## config.mk

```make
export PLATFORM = sky130hd
export DESIGN_NAME = rlc_subblock_encoder
export DESIGN_NICKNAME = d
export VERILOG_FILES = /design/src/rtl/rlc_pkg.sv /design/src/rtl/rlc_capture.sv /design/src/rtl/rlc_emitter.sv /design/src/rtl/rlc_subblock_encoder.sv
export SDC_FILE = /design/constraint.sdc
export NUM_CORES = 1
export LEC_CHECK = 0
export ABC_CLOCK_PERIOD_IN_PS = 3930
export BUFFER_PORTS_ARGS = -buffer_cell sky130_fd_sc_hd__clkbuf_2
export CAP_MARGIN = 25
export CORE_ASPECT_RATIO = 1.75
export CORE_MARGIN = 2
export CORE_UTILIZATION = 30
export CTS_CLUSTER_DIAMETER = 60
export DETAILED_ROUTE_END_ITERATION = 16
export GPL_ROUTABILITY_DRIVEN = 0
export PLACE_DENSITY = 0.47
export SETUP_SLACK_MARGIN = 0.1
export SLEW_MARGIN = 20
export SYNTH_ARGS = -nofsm -noshare
export SYNTH_HDL_FRONTEND = slang
export SYNTH_SLANG_ARGS = --single-unit
```

## constraint.sdc

```tcl
create_clock -name clk -period 3.93 [get_ports clk]
set_input_delay 0.1965 -clock clk [delete_from_list [all_inputs] [get_ports clk]]
set_output_delay 0.1965 -clock clk [all_outputs]
set_load 0.005 [all_outputs]
```

## src/rtl/rlc_pkg.sv

```systemverilog
package rlc_pkg;

    localparam int BYTE_W = 8;
    localparam int RUN_W  = 6;
    localparam int BLK_W  = 3;

    localparam logic [1:0] RUN_MID = 2'b00;
    localparam logic [1:0] RUN_END = 2'b11;

    typedef enum logic [1:0] {
        KIND_NUM  = 2'd0,
        KIND_RUN  = 2'd1,
        KIND_COEF = 2'd2
    } kind_t;

    typedef enum logic [2:0] {
        ST_IDLE,
        ST_NUM,
        ST_SCAN,
        ST_RUN,
        ST_COEF,
        ST_ERUN,
        ST_ECOEF
    } emit_state_t;

    typedef struct packed {
        kind_t              kind;
        logic [BYTE_W-1:0]  data;
    } beat_t;

    function automatic logic [BYTE_W-1:0] num_byte(input logic [BLK_W-1:0] blk);
        return {{(BYTE_W-BLK_W){1'b0}}, blk + 3'd1};
    endfunction

    function automatic logic [BYTE_W-1:0] run_byte(input logic is_end, input logic [RUN_W-1:0] cnt);
        return {(is_end ? RUN_END : RUN_MID), cnt};
    endfunction

endpackage

```

## src/rtl/rlc_capture.sv

```systemverilog
module rlc_capture
    import rlc_pkg::*;
#(
    parameter int DEPTH  = 64,
    parameter int COEF_W = 12,
    parameter int IDX_W  = 6
) (
    input  logic                     clk,
    input  logic                     rst,
    input  logic                     in_valid,
    output logic                     in_ready,
    input  logic signed [COEF_W-1:0] in_coef,
    input  logic [BLK_W-1:0]         in_blk,
    input  logic                     in_last,
    input  logic                     hold,
    input  logic [IDX_W-1:0]         rd_addr,
    output logic [BYTE_W-1:0]        rd_data,
    output logic                     done,
    output logic                     done_nz,
    output logic [BLK_W-1:0]         done_blk,
    output logic                     sat_hit
);

    localparam logic signed [COEF_W-1:0] HI = COEF_W'(127);
    localparam logic signed [COEF_W-1:0] LO = COEF_W'(-128);
    localparam logic [IDX_W-1:0]         WR_TOP = IDX_W'(DEPTH - 1);

    logic [BYTE_W-1:0] mem [DEPTH];
    logic [IDX_W-1:0]  wr;
    logic [IDX_W:0]    len_q;
    logic              nz_acc;
    logic [BYTE_W-1:0] sat_val;
    logic              clamped;
    logic              accept;
    logic              final_beat;

    assign in_ready   = !hold && !done;
    assign accept     = in_valid && in_ready;
    assign final_beat = in_last || (wr == WR_TOP);

    always_comb begin
        clamped = 1'b0;
        if (in_coef > HI) begin
            sat_val = 8'h7F;
            clamped = 1'b1;
        end else if (in_coef < LO) begin
            sat_val = 8'h80;
            clamped = 1'b1;
        end else begin
            sat_val = in_coef[BYTE_W-1:0];
        end
    end

    always_ff @(posedge clk) begin
        if (accept) begin
            mem[wr] <= sat_val;
        end
    end

    always_ff @(posedge clk) begin
        if (rst) begin
            wr       <= '0;
            len_q    <= '0;
            nz_acc   <= 1'b0;
            done     <= 1'b0;
            done_nz  <= 1'b0;
            done_blk <= '0;
            sat_hit  <= 1'b0;
        end else begin
            done    <= 1'b0;
            sat_hit <= accept && clamped;
            if (accept) begin
                if (final_beat) begin
                    wr       <= '0;
                    nz_acc   <= 1'b0;
                    done     <= 1'b1;
                    done_nz  <= nz_acc || (sat_val != '0);
                    done_blk <= in_blk;
                    len_q    <= (IDX_W+1)'(wr) + 1'b1;
                end else begin
                    wr     <= wr + 1'b1;
                    nz_acc <= nz_acc || (sat_val != '0);
                end
            end
        end
    end

    assign rd_data = ({1'b0, rd_addr} < len_q) ? mem[rd_addr] : '0;

endmodule

```

## src/rtl/rlc_emitter.sv

```systemverilog
module rlc_emitter
    import rlc_pkg::*;
#(
    parameter int DEPTH = 64,
    parameter int IDX_W = 6
) (
    input  logic               clk,
    input  logic               rst,
    input  logic               start,
    input  logic [BLK_W-1:0]   start_blk,
    output logic [IDX_W-1:0]   rd_addr,
    input  logic [BYTE_W-1:0]  rd_data,
    output logic               busy,
    output logic               out_valid,
    input  logic               out_ready,
    output beat_t              beat
);

    localparam logic [IDX_W-1:0] P_LAST = IDX_W'(DEPTH - 1);

    emit_state_t       st;
    logic [IDX_W-1:0]  pos;
    logic [RUN_W-1:0]  run;
    logic [BLK_W-1:0]  blk;
    logic              fire;

    assign rd_addr = pos;
    assign busy    = (st != ST_IDLE);
    assign fire    = out_valid && out_ready;

    always_comb begin
        out_valid = 1'b0;
        beat      = '{kind: KIND_NUM, data: '0};
        case (st)
            ST_NUM: begin
                out_valid = 1'b1;
                beat      = '{kind: KIND_NUM, data: num_byte(blk)};
            end
            ST_RUN: begin
                out_valid = 1'b1;
                beat      = '{kind: KIND_RUN, data: run_byte(1'b0, run)};
            end
            ST_ERUN: begin
                out_valid = 1'b1;
                beat      = '{kind: KIND_RUN, data: run_byte(1'b1, run)};
            end
            ST_COEF, ST_ECOEF: begin
                out_valid = 1'b1;
                beat      = '{kind: KIND_COEF, data: rd_data};
            end
            default: ;
        endcase
    end

    always_ff @(posedge clk) begin
        if (rst) begin
            st  <= ST_IDLE;
            pos <= '0;
            run <= '0;
            blk <= '0;
        end else begin
            case (st)
                ST_IDLE: if (start) begin
                    st  <= ST_NUM;
                    blk <= start_blk;
                    pos <= '0;
                    run <= '0;
                end
                ST_NUM: if (fire) st <= ST_SCAN;
                ST_SCAN: begin
                    if (pos == P_LAST) begin
                        st <= ST_ERUN;
                    end else if (rd_data != '0) begin
                        st <= ST_RUN;
                    end else begin
                        pos <= pos + 1'b1;
                        run <= run + 1'b1;
                    end
                end
                ST_RUN: if (fire) st <= ST_COEF;
                ST_COEF: if (fire) begin
                    st  <= ST_SCAN;
                    pos <= pos + 1'b1;
                    run <= '0;
                end
                ST_ERUN: if (fire) st <= ST_ECOEF;
                ST_ECOEF: if (fire) st <= ST_IDLE;
                default: st <= ST_IDLE;
            endcase
        end
    end

endmodule

```

## src/rtl/rlc_subblock_encoder.sv

```systemverilog
module rlc_subblock_encoder
    import rlc_pkg::*;
#(
    parameter int DEPTH  = 64,
    parameter int COEF_W = 12
) (
    input  logic                     clk,
    input  logic                     rst,
    input  logic                     in_valid,
    output logic                     in_ready,
    input  logic signed [COEF_W-1:0] in_coef,
    input  logic [2:0]               in_blk,
    input  logic                     in_last,
    output logic                     sat_hit,
    output logic                     out_valid,
    input  logic                     out_ready,
    output logic [7:0]               out_byte,
    output logic [1:0]               out_kind,
    output logic                     out_strobe
);

    localparam int IDX_W = $clog2(DEPTH);

    logic [IDX_W-1:0]  rd_addr;
    logic [BYTE_W-1:0] rd_data;
    logic              done;
    logic              done_nz;
    logic [BLK_W-1:0]  done_blk;
    logic              busy;
    beat_t             beat;

    rlc_capture #(.DEPTH(DEPTH), .COEF_W(COEF_W), .IDX_W(IDX_W)) u_cap (
        .clk      (clk),
        .rst      (rst),
        .in_valid (in_valid),
        .in_ready (in_ready),
        .in_coef  (in_coef),
        .in_blk   (in_blk),
        .in_last  (in_last),
        .hold     (busy),
        .rd_addr  (rd_addr),
        .rd_data  (rd_data),
        .done     (done),
        .done_nz  (done_nz),
        .done_blk (done_blk),
        .sat_hit  (sat_hit)
    );

    rlc_emitter #(.DEPTH(DEPTH), .IDX_W(IDX_W)) u_emit (
        .clk       (clk),
        .rst       (rst),
        .start     (done && done_nz),
        .start_blk (done_blk),
        .rd_addr   (rd_addr),
        .rd_data   (rd_data),
        .busy      (busy),
        .out_valid (out_valid),
        .out_ready (out_ready),
        .beat      (beat)
    );

    assign out_byte   = beat.data;
    assign out_kind   = beat.kind;
    assign out_strobe = out_valid && out_ready;

endmodule

```

=== After elaboration in Yosys (flattened, before gate mapping) ===
Memory sizes are Yosys's and may differ from the RTL's. A register that Yosys moved wholly into a read port is not among the register bits.
Cells that the tools add are included.

* Bits in registers: 38
* Latch bits: 0
* Memory bits (writable): 512
* Memory bits (read-only): 0
* Bits of input ports: 20
* Memories: 1

{| class="wikitable"
|+ Memories
! memory !! depth !! bits a word !! rd ports !! clocked after memory_dff !! write ports !! line !! text
|-
| u_cap.mem || 64 || 8 || 1 || 1 || 1 || rlc_capture.sv:28 || <nowiki>logic [BYTE_W-1:0] mem [DEPTH];</nowiki>
|}

* Add/subtract/negate cells: 5
* Multiply operators: 0
* Divide/modulo/power cells: 0
* $lt $le $gt $ge: 3
* Equality and inequality tests: 17
* Shifts and indexed selects: 0
* Multiplexer cells: 31
* Bitwise gates (word level): 1
* Reductions and logical operators: 22

{| class="wikitable"
|+ Operators with widths
! operator !! count
|-
| 6-bit two-way mux || 10
|-
| 10-bit one-hot mux with 4 select lines || 1
|-
| 6-bit one-hot mux with 3 select lines || 2
|-
| 8-bit two-way mux || 3
|-
| 3-bit two-way mux || 7
|-
| 6-bit by 1-bit adder with 6-bit output (second input constant) || 3
|-
| 3-bit one-hot mux with 6 select lines || 1
|-
| 8-bit nonzero test || 2
|-
| 6-bit == test (second input constant) || 2
|-
| 12-bit by 8-bit > comparator with 1-bit output (second input constant) || 1
|-
| 12-bit by 8-bit less-than comparator with 1-bit output (second input constant) || 1
|-
| 2-bit != test (second input constant) || 6
|-
| 3-bit == test (second input constant) || 3
|-
| 6-bit by 1-bit adder with 7-bit output (second input constant) || 1
|-
| 6-bit by 7-bit less-than comparator with 1-bit output || 1
|-
| 1-bit two-way mux || 7
|-
| 3-bit by 2-bit == test with 1-bit output (second input constant) || 2
|-
| 6-bit AND reduction || 1
|-
| 3-bit nonzero test || 2
|-
| 2-bit OR reduction || 3
|-
| 1-bit logical AND || 5
|-
| 5-bit AND reduction || 1
|-
| 5-bit OR reduction || 1
|-
| 2-bit by 1-bit != test with 1-bit output (second input constant) || 2
|-
| other kinds (8) || 11
|}

=== Logic depth before layout (Yosys ltp) ===
Gate-level depths: netlist (run 1).

* Word-level depth: 8
* Depth in mapped cells: 15
* Depth with buffers taken out: 11

=== By module ===
A second synthesis (run 1) with hierarchy kept.

* Cell total of the unflattened synthesis: 1184
* Area, all modules: 22096.2 µm²

{| class="wikitable"
|+ By module, submodules not included
! module !! instances !! cells each !! area each (µm²)
|-
| rlc_capture || 1 || 1034 || 20852.5
|-
| rlc_emitter || 1 || 148 || 1231.2
|-
| rlc_subblock_encoder || 1 || 2 || 12.5
|}

=== Least setup slack after synthesis (run 1) ===
No wires, ideal clock.

* Path kind: register to register
* Start point: reg with a tool-made name
* End point: reg u_emit.pos[4] (netlist: u_emit.rd_addr[4])
* Setup time: 0.070 ns
* Arrival time: 2.980 ns
* Required time: 3.860 ns
* Setup slack: 0.880 ns
* Cell stages (with the launch flop): 14
* Cell sequence: dfxtp_1 -> clkbuf_1 -> clkbuf_1 -> clkbuf_1 -> mux4_2 -> a22oi_1 -> nand4_1 -> nor2_1 -> nand4_1 -> nand2_1 -> a21oi_2 -> buf_6 -> or4_4 -> a21oi_1

{| class="wikitable"
|+ RTL lines
! item !! line !! text
|-
| to (signal assigned) || rlc_emitter.sv:76 || <nowiki>pos <= pos + 1'b1;</nowiki>
|-
| to (signal assigned) || rlc_emitter.sv:83 || <nowiki>pos <= pos + 1'b1;</nowiki>
|-
| to (decl) || rlc_emitter.sv:22 || <nowiki>logic [IDX_W-1:0] pos;</nowiki>
|}

==> results of run 1 <==
## worst max-delay path, stage by stage, from the launching register on
cell	delay, ps
dfxtp_1	760
buf_4	350
nor4b_1	90
buf_4	160
a22oi_2	340
nand4_1	230
buf_4	190
nor3_2	210
nand4_1	200
nand2_1	160
a21oi_2	120
or4_1	540
a21oi_1	170
## report_power, final
part / switching [W] / internal (W)
Clock: 0.00217 / 0.00250
Sequential: 0.00000938 / 0.00650
Combinational: 0.000255 / 0.0000840
## routing by layer
metal  global-route usage (%)  share of wire [%]
met5                        0                  0
met3                     1.75                3.3
met1                     18.4                 37
met4                     6.61                3.9
met2                     31.8                 56
## cells by family (layout without fill, tap and decap cells)
group	Yosys count	in the layout	share of synthesized area [%]
flip-flops	556	556	72.3
AND/OR/NAND/NOR	283	283	6.41
AO/OA/AOI/OAI	170	170	5.19
multiplexers	163	163	13.5
buffers and inverters	81	313	1.93
adder cells (fa/ha/maj)	9	9	0.501
XOR/XNOR	6	6	0.234
## repair_timing
item | 4_1_cts | 5_1_grt
setup buffers | 2 | 9
hold buffers | 5 | 0
setup endpoints to repair | 22 | 18
gates resized for setup | 6 | 3
hold endpoints to repair | 7 | 0
gates cloned | 0 | 0
## sequential cells by signal, summed over array words and instances (netlist names), named ones only
signal,flops
u_cap.done,1
u_cap.done_blk,3
u_cap.done_nz,1
u_cap.len_q,7
u_cap.mem,512
u_cap.nz_acc,1
u_cap.sat_hit,1
u_cap.wr,6
u_emit.blk,3
u_emit.rd_addr,6
u_emit.run,6
u_emit.st,3
## final cells by class
class                   count  area (um2)  area share [%]
flip-flops and latches    556       16300            61.4
multi-input cells         631        5860            22.1
repair buffers            211        1650            6.24
clock buffers              55        1260            4.75
well taps                 938        1170            4.43
clock inverters            34         243           0.916
inverters                  13        48.8           0.184
## per-stage QoR
step           power [W]  hold slack (ps)  utilization [%]
2_1_floorplan    0.00681              322                -
3_3_place_gp     0.00698              416             33.4
3_5_place_dp     0.00699              418             33.4
4_1_cts           0.0116             28.9             35.6
5_1_grt           0.0119             86.6             35.7
6_report          0.0115             50.3             35.7
## path summary, 6_finish.rpt
| path | from | endpoint | slack (ps) | cells after the start |
|---|---|---|---|---|
| worst max register to register | flip-flop | flip-flop | 280 | 12 |
| worst min register to register | u_cap.len_q[4]$_SDFFE_PP0P_ | u_cap.len_q[4]$_SDFFE_PP0P_ | 450 | 2 |
| worst max-delay path | flip-flop | flip-flop | 280 | 12 |
| worst min-delay path | in_valid | u_cap.sat_hit$_SDFF_PP0_ | 50 | 3 |
## cells in the mapped netlist, drive strengths merged, types with 4 or more instances
| master | number |
|---|---|
| o21a | 4 |
| or4 | 7 |
| buf | 37 |
| nor4b | 5 |
| nand4 | 12 |
| o21ai | 27 |
| nor2b | 13 |
| edfxtp | 512 |
| and3 | 9 |
| a22oi | 52 |
| clkbuf | 31 |
| a22o | 5 |
| nor3b | 4 |
| nor3 | 5 |
| o22ai | 4 |
| a21oi | 35 |
| and2 | 6 |
| o31ai | 4 |
| nand3b | 4 |
| ha | 9 |
| mux4 | 108 |
| o211ai | 4 |
| nand3 | 20 |
| o41ai | 5 |
| nor2 | 103 |
| mux2 | 5 |
| nand2b | 9 |
| nand2 | 59 |
| inv | 13 |
| nor4 | 6 |
| and4b | 4 |
| a31oi | 5 |
| mux2i | 50 |
| dfxtp | 44 |
| nor4bb | 6 |
| a211oi | 4 |
==> results by group, run 1 <==
Outcome
  • Outcome: finished, final reports clean

Timing
  • Setup_tns: 0 ps
  • Rel. slew slack: 33.5%
  • Hold Vio Cnt, Final: 0
  • Fin. max-slew vios: 0
  • Period utilization: 92.9%
  • Fmax: 274 MHz
  • Worst slew pin tran: 998 ps
  • Final min period: 3650 ps
  • Final setup fails: 0
  • Post-route setup slack: 278 ps
  • Final Skew: 17.5 ps
  • RSZ-0062 raised after global routing: no

Floorplan
  • Cell Rows: 132
  • Core Region: 74,200 um2
  • Die W: 211 um
  • Chip Height: 366 um
  • I/O pin count: 34
  • Die Area: 77,300 um2
  • Starting Density: 30.3%

Layout
  • Antenna Cells: 0
  • Fillers: 6,932
  • Commonest non-fill, non-tap cell in the layout: edfxtp_1
  • Share of cells above drive strength 1: 27.1%
  • Commonest cells after routing, fill and taps aside: edfxtp_1 (512), buf_4 (161), nor2_1 (102)
  • Nets: 1,490
  • Post-Layout Cell Count: 2,438
  • Area Growth Syn to Fin: 17.9%
  • Design area: 26,500 um2

Synth
  • Sequential element share of the synthesized area: 72.3%
  • Syn. warnings: 0
  • Dominant cells by area after synthesis: edfxtp_1 (68%), mux4_2 (9.8%), dfxtp_1 (3.9%)
  • Number of synthesized register bits: 556
  • Post-synth cell types: 71
  • Mapped Area: 22,500 um2
  • EDFF count, synth: 512
  • Mapped Cells: 1,268
  • Synth area leader: edfxtp_1
  • Syn nets: 1,297
  • Yosys top cell area share: 68.4%
  • Commonest register cell after synthesis: edfxtp_1
  • Synth Area per Inst: 17.7 um2
  • Ys async rst share: 0%

Setup path
  • Crit end category: flip-flop
  • Worst Path Max Fanout: 12
  • CP Data Required Time: 4430 ps
  • Critical path type: flip-flop to flip-flop
  • Critical Path AT: 4150 ps
  • Startpoint Class: flip-flop

Detailed routing
  • Initial DRT Pass Iterations: 4
  • Vias per cell: 5.12
  • Routed length per instance: 26.3 um
  • Antenna Nets Post-Route: 0
  • DRT iter0 DRCs: 910
  • Drt total wl: 64,200 um
  • Drt drc: 0
  • Via count: 12,486

Placement
  • Post-DP Area: 24,800 um2
  • Pre-CTS setup slack: -172 ps
  • Placed cell count: 2,333
  • I/O Buffers: 33
  • Post-DP HPWL: 44,100 um

Clocking
  • H-tree levels: 2
  • Clock buffer count from CTS: 48
  • CTS Root Cell: clkbuf_16
  • Clk_lat worst skew: 590 ps
  • CTS Sinks: 556
  • CTS tree: done
  • CTS clk-pin slew, worst paths: 70 ps
  • Clock Tree Buf Depth: 3

Pwr
  • Max IR drop VDD: 0.295 mV
  • Pwr dens: 435 nW/um2
  • P_leak: 8.36 nW

Job
  • Max_cap viols: 0

Global routing
  • Total GRT Usage: 16.6%
  • Vias in the first global route: 12,914
  • Initial antenna violation count: 0
  • Largest net degree at the start of global routing: 65
  • First-pass GRT wire length: 92,200 um
  • GRT overflow: 0

Min path
  • Hold WC Path Type: input port to flip-flop
(Power assumes the default switching activity.)
==> inputs of run 2 (changes only) <==
--- a/config.mk
+++ b/config.mk
@@ -5,7 +5,7 @@
 export SDC_FILE = /design/constraint.sdc
 export NUM_CORES = 1
 export LEC_CHECK = 0
-export ABC_CLOCK_PERIOD_IN_PS = 3930
+export ABC_CLOCK_PERIOD_IN_PS = 4300
 export BUFFER_PORTS_ARGS = -buffer_cell sky130_fd_sc_hd__clkbuf_2
 export CAP_MARGIN = 25
 export CORE_ASPECT_RATIO = 1.75
@@ -13,7 +13,7 @@
 export CORE_UTILIZATION = 30
 export CTS_CLUSTER_DIAMETER = 60
 export DETAILED_ROUTE_END_ITERATION = 16
-export GPL_ROUTABILITY_DRIVEN = 0
+export GPL_ROUTABILITY_DRIVEN = 1
 export PLACE_DENSITY = 0.47
 export SETUP_SLACK_MARGIN = 0.1
 export SLEW_MARGIN = 20
==> constraint.sdc (replaced) <==
create_clock -name clk -period 4.3 [get_ports clk]
set_input_delay 0.215 -clock clk [delete_from_list [all_inputs] [get_ports clk]]
set_output_delay 0.215 -clock clk [all_outputs]
set_load 0.005 [all_outputs]
==> run 2 against run 1 <==
Effect of this change:
- routed wire length is 1.5% higher
- via count grew 0.14%
- non-clock buffer count is 36 lower
- core utilization shrank 0.24 points
- count of clock-buffer cells in the layout up 4
- largest cell class unchanged
- highest routed layer unchanged
- power down 4.6%
- setup slack better by 2.8 ps
- flip-flop and latch count stayed put
==> results by group, run 2 (synthesized netlist as in run 1, its figures left out) <==
Setup path
  • Critical path type: flip-flop to output port
  • Worst Path Max Fanout: 18
  • Startpoint Class: flip-flop
  • CP Data Required Time: 4090 ps
  • Crit end category: output port
  • Critical Path AT: 3800 ps

Clocking
  • H-tree levels: 2
  • Clock buffer count from CTS: 48
  • CTS clk-pin slew, worst paths: 70 ps
  • Clk_lat worst skew: 600 ps
  • CTS Sinks: 556
  • Clock Tree Buf Depth: 3
  • CTS Root Cell: clkbuf_16
  • CTS tree: done

Timing
  • Rel. slew slack: 33.7%
  • Hold Vio Cnt, Final: 0
  • Period utilization: 93.5%
  • Worst slew pin tran: 981 ps
  • Final min period: 4020 ps
  • Final Skew: 18.9 ps
  • Fin. max-slew vios: 0
  • Final setup fails: 0
  • RSZ-0062 raised after global routing: no
  • Fmax: 249 MHz
  • Setup_tns: 0 ps

Layout
  • Register area: 16,300 um2
  • Max FFs per register: 512
  • Antenna Cells: 0
  • Area Growth Syn to Fin: 17.1%
  • Post-Layout Cell Count: 2,401
  • Fillers: 6,966
  • Share of cells above drive strength 1: 25.2%
  • Commonest cells after routing, fill and taps aside: edfxtp_1 (512), buf_4 (131), nor2_1 (102)
  • Largest registers: u_cap.mem: 512 flops, u_cap.len_q: 7 flops
  • Area of the multi-input gates: 5820 um2
  • Most flops, register: u_cap.mem
  • Design area: 26,300 um2
  • Nets: 1,454
  • Commonest non-fill, non-tap cell in the layout: edfxtp_1

Placement
  • Post-DP HPWL: 44,400 um
  • Placed cell count: 2,307
  • I/O Buffers: 33
  • Post-DP Area: 24,500 um2
  • GP Congestion: 0.872

Floorplan
  • Die Area: 77,300 um2
  • I/O pin count: 34
  • Die W: 211 um
  • Core Region: 74,200 um2
  • Chip Height: 366 um
  • Cell Rows: 132
  • Starting Density: 30.3%

Global routing
  • Vias in the first global route: 13,217
  • GRT overflow: 0
  • Total GRT Usage: 16.9%
  • Largest net degree at the start of global routing: 65
  • Initial antenna violation count: 0
  • First-pass GRT wire length: 93,500 um

Pwr
  • Pwr dens: 418 nW/um2
  • P_leak: 8.25 nW
  • Total power: 0.0110 W
  • Max IR drop VDD: 0.263 mV

Detailed routing
  • DRT iter0 DRCs: 1,005
  • Vias per cell: 5.21
  • Antenna Nets Post-Route: 0
  • Drt total wl: 65,200 um
  • Routed length per instance: 27.2 um
  • Drt drc: 0
  • Via count: 12,504
  • Initial DRT Pass Iterations: 6

Min path
  • Hold WC Path Type: input port to flip-flop

Outcome
  • Outcome: finished, final reports clean

Job
  • Max_cap viols: 0
-- run 2: cell count changes in the layout (fill, tap and decap cells not counted), moves of 5 or more --
cell	before	now
a22oi_2	5	0
buf_4	161	131
bufinv_16	3	11
clkbuf_1	5	10
a22oi_1	47	52
clkinv_1	17	8
-- run 2: final timing paths --
check	startpoint	to	slack [ps]	cells past startpoint
max	flip-flop	out_byte[2]	280	11
min	out_ready	u_emit.st[0]$_SDFFE_PP0P_	30	3
max reg2reg	flip-flop	flip-flop	570	10
min reg2reg	u_cap.len_q[3]$_SDFFE_PP0P_	u_cap.len_q[3]$_SDFFE_PP0P_	460	2
-- run 2: layer usage --
layer  vias to the layer above  track usage (%)  wire length (um)
li1                       5449                -                 -
met1                      6584             18.1             23600
met2                       349             32.7             36100
met3                       122             1.61              2070
met4                         0             8.38              3440
met5                         -                0                 0
-- run 2: where the power goes --
part	internal [W]	leakage [nW]	total [W]	switching, W
Combinational	0.0000685	2.48	0.000296	0.000228
Clock	0.00276	0.820	0.00475	0.00199
Sequential	0.00595	4.95	0.00595	0.00000822
-- run 2: critical path: stages (launching register included) --
cell and delay [ps]:
dfxtp_4 670, buf_4 300, buf_4 230, mux2i_1 130
a22oi_1 240, a21oi_1 130, o41ai_2 600, o211ai_1 270
nor2_1 240, a21oi_1 70, o22ai_1 150, clkbuf_2 140
-- run 2: cell type report --
cell class	count	area share, %
Multi-Input combinational cell	631	22.1
Inverter	13	0.185
Tap cell	938	4.46
Clock inverter	29	1.61
Timing Repair Buffer	175	5.05
Sequential cell	556	61.8
Clock buffer	59	4.80
-- run 2: timing repair --
item                                   CTS  global route
endpoints found under the hold margin    4             0
resized for setup                        1             0
buffers inserted                         2             0
hold buffers                             4             0
setup endpoints to repair                1             0
-- run 2: through the flow --
stage,utilization [%],hold slack (ps),worst slack [ps]
after floorplan,-,341,1250
after global placement,33.1,430,254
after detailed placement,33.1,432,263
after CTS,35.5,0.0990,283
after global routing,35.5,40.8,142
final,35.5,26.4,281
==> inputs of run 3 (changes only) <==
--- a/config.mk
+++ b/config.mk
@@ -5,16 +5,17 @@
 export SDC_FILE = /design/constraint.sdc
 export NUM_CORES = 1
 export LEC_CHECK = 0
-export ABC_CLOCK_PERIOD_IN_PS = 4300
+export ABC_CLOCK_PERIOD_IN_PS = 3300
 export BUFFER_PORTS_ARGS = -buffer_cell sky130_fd_sc_hd__clkbuf_2
 export CAP_MARGIN = 25
 export CORE_ASPECT_RATIO = 1.75
 export CORE_MARGIN = 2
 export CORE_UTILIZATION = 30
+export CTS_BUF_LIST = sky130_fd_sc_hd__clkbuf_8
 export CTS_CLUSTER_DIAMETER = 60
 export DETAILED_ROUTE_END_ITERATION = 16
 export GPL_ROUTABILITY_DRIVEN = 1
-export PLACE_DENSITY = 0.47
+export PLACE_DENSITY = 0.49
 export SETUP_SLACK_MARGIN = 0.1
 export SLEW_MARGIN = 20
 export SYNTH_ARGS = -nofsm -noshare
==> constraint.sdc (replaced) <==
create_clock -name clk -period 3.3 [get_ports clk]
set_input_delay 0.165 -clock clk [delete_from_list [all_inputs] [get_ports clk]]
set_output_delay 0.165 -clock clk [all_outputs]
set_load 0.005 [all_outputs]
==> run 3 against run 2 <==
Effect of this change:
- the flow now finishes with violations (setup timing)
- critical path depth increased by 1
- count of clock-buffer cells in the layout rose by 22
- first-iteration DRC count up 4.7%
- core utilization is 2.0 points higher
- sequential power up 30%
- cell area increased by 5.5%
- die area unchanged
- setup slack got worse by 430 ps
- clock skew rose by 21 ps
- hold slack better by 100 ps
- critical path type is now flip-flop to flip-flop
- highest routed layer unchanged
==> results by group, run 3 (synthesized netlist as in run 1, its figures left out) <==
Outcome
  • Outcome: complete, but fails checks
  • Violated checks: setup timing

Setup path
  • R2r setup slk: -150 ps
  • Startpoint Class: flip-flop
  • FF-to-FF End: u_emit.run[4]$_SDFFE_PP0P_
  • Critical path type: flip-flop to flip-flop
  • Crit end category: flip-flop
  • Worst Path Max Fanout: 10
  • Critical Path AT: 4050 ps
  • CP Data Required Time: 3900 ps
  • Depth of the worst register-to-register path: 12

Timing
  • Final min period: 3450 ps
  • Worst slew pin tran: 850 ps
  • RSZ-0062 raised after global routing: yes
  • Hold Vio Cnt, Final: 0
  • Final setup fails: 15
  • Fmax: 290 MHz
  • Post-route setup slack: -152 ps
  • Period utilization: 105%
  • Setup_tns: -1080 ps
  • Rel. slew slack: 43.3%
  • Final Skew: 39.7 ps
  • Fin. max-slew vios: 0

Detailed routing
  • Antenna Nets Post-Route: 0
  • Vias per cell: 5.14
  • Via count: 13,174
  • Initial DRT Pass Iterations: 5
  • Drt total wl: 67,400 um
  • DRT iter0 DRCs: 1,052
  • Drt drc: 0
  • Routed length per instance: 26.3 um

Pwr
  • P_int: 0.0105 W
  • Max IR drop VDD: 0.285 mV
  • Sw Ratio: 22.1%
  • P_leak: 8.95 nW
  • Switching power: 0.00298 W
  • Seq pwr share: 57.7%
  • Total power: 0.0135 W
  • Pwr dens: 484 nW/um2
  • Comb power frac: 3.3%
  • Clock power frac: 39.0%

Min path
  • Min-Delay Path Depth: 4
  • Hold WC Path Type: input port to flip-flop
  • Worst hold start: in_coef[2]
  • Hold path endpoint: u_cap.mem[60][2]$_DFFE_PP_

Placement
  • I/O Buffers: 33
  • Post-DP HPWL: 45,500 um
  • Pre-CTS setup slack: -504 ps
  • Placed cell count: 2,371
  • GP Congestion: 0.853

Floorplan
  • Core Region: 74,200 um2
  • Chip Height: 366 um
  • Starting Density: 30.3%
  • Cell Rows: 132
  • Die Area: 77,300 um2
  • Die W: 211 um
  • I/O pin count: 34

Clocking
  • H-tree levels: 3
  • CTS tree: done
  • Clock Tree Buf Depth: 3
  • CTS clk-pin slew, worst paths: 70 ps
  • CTS Sinks: 556
  • CTS Root Cell: clkbuf_8
  • Clock buffer count from CTS: 78
  • Clk_lat worst skew: 700 ps

Layout
  • Nets: 1,600
  • Utilization after layout: 37.5%
  • Commonest cells after routing, fill and taps aside: edfxtp_1 (512), buf_4 (203), mux4_2 (104)
  • Share of cells above drive strength 1: 36.2%
  • Largest registers: u_cap.mem: 512 flops, u_cap.len_q: 7 flops
  • Most flops, register: u_cap.mem
  • Max FFs per register: 512
  • Post-Layout Cell Count: 2,564
  • Commonest non-fill, non-tap cell in the layout: edfxtp_1
  • Fillers: 6,893
  • Area Growth Syn to Fin: 23.5%

Global routing
  • GRT overflow: 0
  • Vias in the first global route: 13,832
  • First-pass GRT wire length: 96,700 um
  • Total GRT Usage: 17.6%
  • Largest net degree at the start of global routing: 65
  • Initial antenna violation count: 1

Job
  • Max_cap viols: 0
==> run 3: cell types whose count changed in the layout (fill, tap and decap cells not counted), sizes merged, moves of 7 or more <==
cell         before  now
buf             138  246
clkbuf           92  113
inv              15   31
clkinv           15   28
dlygate4sd3       4   12
bufinv           11    4
==> run 3: per-stage QoR <==
stage	hold slack [ps]	area, um2
final	128	27800
after global routing	110	27800
after CTS	45.3	27500
after detailed placement	389	25200
after global placement	386	25200
after floorplan	291	22500
==> run 3: repair_timing <==
item | CTS | global route
cloned | 3 | 0
hold buffers | 12 | 0
setup buffers | 24 | 20
hold endpoints to repair | 48 | 0
gates resized for setup | 89 | 39
setup endpoints to repair | 28 | 28
pin swaps | 28 | 36
==> run 3: per-layer routing <==
metal	track usage, %	routed length (um)	up-vias
li1	-	-	5748
met1	18.4	23600	6878
met2	33.0	36900	406
met3	3.16	3180	142
met4	9.26	3760	0
met5	0	0	-
==> run 3: how the worst max path moves through the flow <==
stage | from | end | slack [ps]
2_1_floorplan | flip-flop | u_emit.rd_addr[4]$_SDFFE_PP0P_ | 250
3_3_place_gp | flip-flop | flip-flop | -440
6_report | flip-flop | u_emit.run[4]$_SDFFE_PP0P_ | -150
3_5_place_dp | flip-flop | flip-flop | -500
5_1_grt | flip-flop | out_byte[7] | -290
4_1_cts | flip-flop | out_byte[7] | -200
==> run 3: power by group through the flow <==
stage	Clock (W)	Combinational, W	Sequential [W]
final	0.00525	0.000447	0.00776
after global routing	0.00566	0.000481	0.00776
after CTS	0.00541	0.000435	0.00776
after detailed placement	0	0.000407	0.00791
after global placement	0	0.000397	0.00791
after floorplan	0	0.000190	0.00792
==> run 3: area by class of cell <==
cell class              count  area (um2)  share of cell area (%)
diodes                      1        2.50                 0.00901
clock buffers              81        1110                    4.01
clock inverters            53         342                    1.23
inverters                  13        52.6                   0.189
multi-input cells         631        6200                    22.3
flip-flops and latches    556       16300                    58.6
well taps                 938        1170                    4.23
repair buffers            291        2620                    9.42
==> run 3: critical path, cell delays in order (launching register included) <==
cell      delay, ps
dfxtp_4         430
buf_12          170
buf_12          150
mux4_2          550
a22oi_2         250
o211ai_1        220
buf_4           190
a311oi_2        290
buf_4           160
nand4_1         230
o31ai_1         400
a21boi_1        120
o21ba_2         210
